--- src/rtl/step_iter_pkg.sv ---
package step_iter_pkg;
    parameter int unsigned MAX_VL = 64;
    parameter int unsigned SUB_W  = 2;
    localparam int unsigned STEP_W = $clog2(MAX_VL);
    localparam int unsigned VL_W   = $clog2(MAX_VL + 1);

    typedef logic [STEP_W-1:0] step_t;
    typedef logic [SUB_W-1:0]  sub_t;
    typedef logic [VL_W-1:0]   vlen_t;
    typedef logic [MAX_VL-1:0] pmask_t;

    typedef enum logic {ST_IDLE, ST_SCAN} iter_st_e;

    typedef struct packed {
        step_t step;
        sub_t  sub;
        logic  finish;
        logic  lend;
    } iter_res_t;

    function automatic logic is_last(step_t s, vlen_t len);
        return vlen_t'(s) == (len - vlen_t'(1));
    endfunction
endpackage

--- src/rtl/step_iter_next.sv ---
module step_iter_next
    import step_iter_pkg::*;
(
    input  step_t     cur_step,
    input  sub_t      cur_sub,
    input  vlen_t     vl,
    input  sub_t      subvl,
    input  logic      order_inv,
    input  logic      zero_skip,
    input  pmask_t    pred_mask,
    input  logic      first,
    output iter_res_t res
);
    logic  at_last;
    logic  sub_full;
    step_t inc_step;

    always_comb begin
        at_last  = is_last(cur_step, vl);
        sub_full = (cur_sub == subvl);
        inc_step = cur_step + step_t'(1);

        res.step   = cur_step;
        res.sub    = cur_sub;
        res.finish = 1'b0;
        res.lend   = 1'b0;

        if (first && !order_inv && !sub_full) begin
            res.sub    = cur_sub + sub_t'(1);
            res.finish = 1'b1;
        end else if (at_last) begin
            res.finish = 1'b1;
            if (order_inv) begin
                if (!sub_full) begin
                    res.sub  = cur_sub + sub_t'(1);
                    res.step = '0;
                end else begin
                    res.lend = 1'b1;
                end
            end else begin
                res.step = '0;
                res.sub  = '0;
                res.lend = 1'b1;
            end
        end else begin
            res.step   = inc_step;
            if (!order_inv) res.sub = '0;
            res.finish = !zero_skip || pred_mask[inc_step];
        end
    end
endmodule

--- src/rtl/step_iter_ctrl.sv ---
module step_iter_ctrl
    import step_iter_pkg::*;
(
    input  logic      clk,
    input  logic      rst,
    input  logic      adv_req,
    input  iter_res_t res,
    output logic      first,
    output step_t     step_q,
    output sub_t      sub_q,
    output logic      busy,
    output logic      done_q,
    output logic      lend_q
);
    iter_st_e state;
    logic     fire;

    always_comb begin
        first = (state == ST_IDLE);
        fire  = (state == ST_SCAN) || adv_req;
        busy  = (state == ST_SCAN);
    end

    always_ff @(posedge clk) begin
        if (rst) begin
            state  <= ST_IDLE;
            step_q <= '0;
            sub_q  <= '0;
            done_q <= 1'b0;
            lend_q <= 1'b0;
        end else begin
            done_q <= 1'b0;
            lend_q <= 1'b0;
            if (fire) begin
                step_q <= res.step;
                sub_q  <= res.sub;
                if (res.finish) begin
                    state  <= ST_IDLE;
                    done_q <= 1'b1;
                    lend_q <= res.lend;
                end else begin
                    state  <= ST_SCAN;
                end
            end
        end
    end
endmodule

--- src/rtl/step_iter.sv ---
module step_iter
    import step_iter_pkg::*;
(
    input  logic              clk,
    input  logic              rst,
    input  logic              adv_req,
    input  logic [VL_W-1:0]   vl,
    input  logic [SUB_W-1:0]  subvl,
    input  logic              order_inv,
    input  logic              zero_skip,
    input  logic [MAX_VL-1:0] pred_mask,
    output logic [STEP_W-1:0] step,
    output logic [SUB_W-1:0]  substep,
    output logic              busy,
    output logic              done,
    output logic              loop_end
);
    iter_res_t res;
    logic      first;

    step_iter_next u_next (
        .cur_step  (step),
        .cur_sub   (substep),
        .vl        (vl),
        .subvl     (subvl),
        .order_inv (order_inv),
        .zero_skip (zero_skip),
        .pred_mask (pred_mask),
        .first     (first),
        .res       (res)
    );

    step_iter_ctrl u_ctrl (
        .clk     (clk),
        .rst     (rst),
        .adv_req (adv_req),
        .res     (res),
        .first   (first),
        .step_q  (step),
        .sub_q   (substep),
        .busy    (busy),
        .done_q  (done),
        .lend_q  (loop_end)
    );
endmodule

--- config.mk ---
export PLATFORM = sky130hd
export DESIGN_NAME = step_iter
export DESIGN_NICKNAME = d
export VERILOG_FILES = /design/src/rtl/step_iter_pkg.sv /design/src/rtl/step_iter_next.sv /design/src/rtl/step_iter_ctrl.sv /design/src/rtl/step_iter.sv
export SDC_FILE = /design/constraint.sdc
export NUM_CORES = 1
export LEC_CHECK = 0
export CAP_MARGIN = 10
export CORE_ASPECT_RATIO = 1.25
export CORE_MARGIN = 4
export CORE_UTILIZATION = 40
export DETAILED_ROUTE_END_ITERATION = 6
export PLACE_DENSITY = 0.86
export SYNTH_ARGS = -nofsm -noshare
export SYNTH_HDL_FRONTEND = slang
export SYNTH_SLANG_ARGS = --single-unit
--- constraint.sdc ---
create_clock -name clk -period 4 [get_ports clk]
set_clock_uncertainty 0.15 [all_clocks]
set_input_delay 0.8 -clock clk [delete_from_list [all_inputs] [get_ports clk]]
set_output_delay 0.8 -clock clk [all_outputs]
set_load 0.005 [all_outputs]
==> results.sh <==
export IMPL_ys_seq_area_share_pct=15.3
export IMPL_end_kind="flop"
export IMPL_cts_root_buf="clkbuf_8"
export IMPL_ios=89
export IMPL_cp_start_kind="input pin"
export IMPL_rows=24
export IMPL_crit_start="vl[2]"
export IMPL_wl_um=4250
export IMPL_ys_seq_elements=11
export IMPL_htreeDepth=1
export IMPL_post_route_min_period_ns=3.34
export IMPL_initial_core_util_pct=41.3
export IMPL_n_antenna_cell=0
export IMPL_hold_viol=0
export IMPL_avgRoutedWirePerCell_um=14.5
export IMPL_dieArea_sq_mm=0.00463
export IMPL_max_vdd_ir_drop_uv=233
export IMPL_slew_viol_final=0
export IMPL_synthSimpleGateAreaFrac_pct=19.6
export IMPL_avgViaCountPerCell=5.61
export IMPL_grt_usage_pct=18.3
export IMPL_postPlaceCellArea_sq_mm=0.00233
export IMPL_utilization_pct=68.1
export IMPL_cts_resized=0
export IMPL_synth_top_family_by_area="multiplexers"
export IMPL_dr_first_iter_drc_count=69
export IMPL_synth_edf_count=0
export IMPL_syn_avg_cell_area_sq_um=8.32
export IMPL_synthCells=173
export IMPL_drv_cap=0
export IMPL_layout_drive_gt1_share_pct=9.45
export IMPL_r2r_end="u_ctrl.done_q"
export IMPL_synth_compound_area_share_pct=23.4
export IMPL_post_cts_buffers=0
export IMPL_rr_worst_depth=7
export IMPL_crit_chain="clkdlybuf4s50_1, or4_4, nor3_2, o2111ai_1, or3_1, or4_1, a311oi_1"
export IMPL_cts_made_buffers=3
export IMPL_cp_max_fo=6
export IMPL_ys_top_cells_by_count="20 x nand2_1, 11 x dfxtp_1, 11 x xor2_1"
export IMPL_relSlewSlack_pct=37.0
export IMPL_yosysMostFrequentCell="nand2_1"
export IMPL_clock_sinks=11
export IMPL_cp_num_buf_inv=1
export IMPL_nets=335
export IMPL_ys_top_cells_by_area="mux4_2 16%, dfxtp_1 15%, xor2_1 6.7%, nand2_1 5.2%, mux2_2 4.7%"
export IMPL_synth_area_mux_share_pct=23.8
export IMPL_grt_max_degree=27
export IMPL_hp_class="flop to flop"
export IMPL_final_setup_viol_count=0
export IMPL_synthDistinctLibCells=48
export IMPL_die_w_um=61.6
export IMPL_powerDensity_mw_per_mm2=200
export IMPL_cts_hold_buf=0
export IMPL_die_h_um=75.1
export IMPL_port_buffers=88
export IMPL_dp_hpwl_um=3510
export IMPL_clkTransAtPathRegs_ns=0.05
export IMPL_cp_depth=7
export IMPL_r2r_slack_ns=1.01
export IMPL_vias=1643
export IMPL_synthArstFlopShare_pct=0
export IMPL_drt_first_pass_iters=4
export IMPL_worst_slew_pin_slew_ns=0.945
export IMPL_leakagePower_uw=0.000873
export IMPL_grt_use_met3_pct=3.26
export IMPL_grt_busiest_layer="met2"
export IMPL_fmax_mhz=299
export IMPL_synth_fa_ha_area_share_pct=1.74
export IMPL_yosysTopAreaCell="mux4_2"
export IMPL_grt_pass1_wl_um=6530
export IMPL_fp_coreArea_sq_mm=0.00348
export IMPL_areaGrowthSynthToFinish_pct=64.8
export IMPL_antenna_found_initial=0
export IMPL_status="completed"
export IMPL_max_clock_path_buffers=2
export IMPL_rsz0062_at_grt="no"
export IMPL_grt_pass1_vias=1626
export IMPL_synth_cell_area_sq_mm=0.00144
export IMPL_fin_area_sq_mm=0.00237
export IMPL_layout_setup_ws_ns=0.661
export IMPL_place_ws_ns=0.394
export IMPL_use_met1_pct=19.9
export IMPL_crit_path_max_incr_delay_ns=0.53
export IMPL_grt_overflow=0
export IMPL_fin_setup_tns_ns=0
export IMPL_synth_flop_cell="dfxtp_1"
export IMPL_cp_arrival_ns=3.35
export IMPL_gp_congestion=0.938
export IMPL_synth_xor_area_share_pct=10.3
export IMPL_antenna_left=0
export IMPL_met2_usage_pct=34.9
export IMPL_drc=0
export IMPL_critPathKind="input pin to flop"
export IMPL_critical_path_top_delay_family="simple AND/OR/NAND/NOR gates"
export IMPL_insertion_delay_ns=0.24
export IMPL_critPathRequiredTime_ns=4.01
export IMPL_yosysWarnings=0
export IMPL_min_period_over_period_pct=83.5
export IMPL_synth_top_area_share_pct=15.7
export IMPL_cts_tree="yes"
export IMPL_crit_path_end="u_ctrl.step_q[0]"
export IMPL_syn_num_nets=253
export IMPL_rr_startpoint="u_ctrl.step_q[1]"
export IMPL_critPathSlowestCell="or4_1"
per-stage QoR:
stage               power (uW)  cells  hold slack (ns)
finish                     475    293            0.408
global route               504    293            0.439
CTS                        479    293            0.409
detailed placement         362    289            0.402
global placement           359    289            0.401
floorplan                  252    173            0.376
cells in the final DEF (no fill, tap or decap), drive strengths merged, types with 5 or more instances in the layout:
cell | synthesis | layout
dfxtp | 11 | 11
clkdlybuf4s50 | 0 | 88
mux2i | 5 | 5
xnor2 | 6 | 6
xor2 | 11 | 11
nor2 | 9 | 9
inv | 9 | 9
mux2 | 6 | 6
a21oi | 5 | 5
mux4 | 10 | 10
o21ai | 8 | 8
nand3 | 7 | 7
nand2 | 20 | 20
worst reg2reg max path: cells and delay by family (launching register included):
kind            cells  cell delay [ns]
fa+ha+maj           1             0.95
compound gates      4             0.89
mux                 1             0.42
flops               1             0.39
simple gates        1             0.07
sequential cells by signal (all words and copies together), names as in the netlist:
signal,count
u_ctrl.busy,1
u_ctrl.done_q,1
u_ctrl.lend_q,1
u_ctrl.step_q,6
u_ctrl.sub_q,2
report_power, final:
group	internal (uW)	total, uW	switching (uW)	leakage [uW]
Combinational	150	238	88.6	0.000761
Sequential	114	120	5.56	0.0000894
Clock	70.4	117	46.4	0.0000228
Total	334	475	141	0.000873
worst min-delay path by stage:
stage / startpoint / to / slack (ns) / depth (start not counted)
finish: u_ctrl.sub_q[0] / u_ctrl.sub_q[0] / 0.41 / 2
CTS: u_ctrl.sub_q[0] / u_ctrl.sub_q[0] / 0.41 / 2
global route: u_ctrl.sub_q[0] / u_ctrl.sub_q[0] / 0.44 / 2
detailed placement: u_ctrl.sub_q[0] / u_ctrl.sub_q[0] / 0.40 / 2
floorplan: u_ctrl.sub_q[0] / u_ctrl.sub_q[0] / 0.38 / 2
global placement: u_ctrl.sub_q[0] / u_ctrl.sub_q[0] / 0.40 / 2
layout make-up:
type	instances	area, sq um
tap	39	48.8
clock buffer	4	45.0
timing repair buffer	89	888
multi-input combinational	141	1130
sequential	11	220
inverter	9	33.8
fill	291	1110
routing by layer:
layer | part of all wire, % | routed length (um)
met4 | 0.89 | 38
met2 | 53 | 2270
met5 | 0 | 0
met1 | 38 | 1630
met3 | 7.3 | 308
cells by family (layout without fill, tap and decap cells):
| group | count (synthesis) | in the layout |
|---|---|---|
| buffers and inverters | 21 | 102 |
| DFF | 11 | 11 |
| muxes | 21 | 21 |
| AOI/OAI and AO/OA | 45 | 45 |
| and+or+nand+nor | 56 | 56 |
| adders and majority gates | 2 | 2 |
| xor gates and xnor gates | 17 | 17 |
Power figures use the tool's default switching activity.
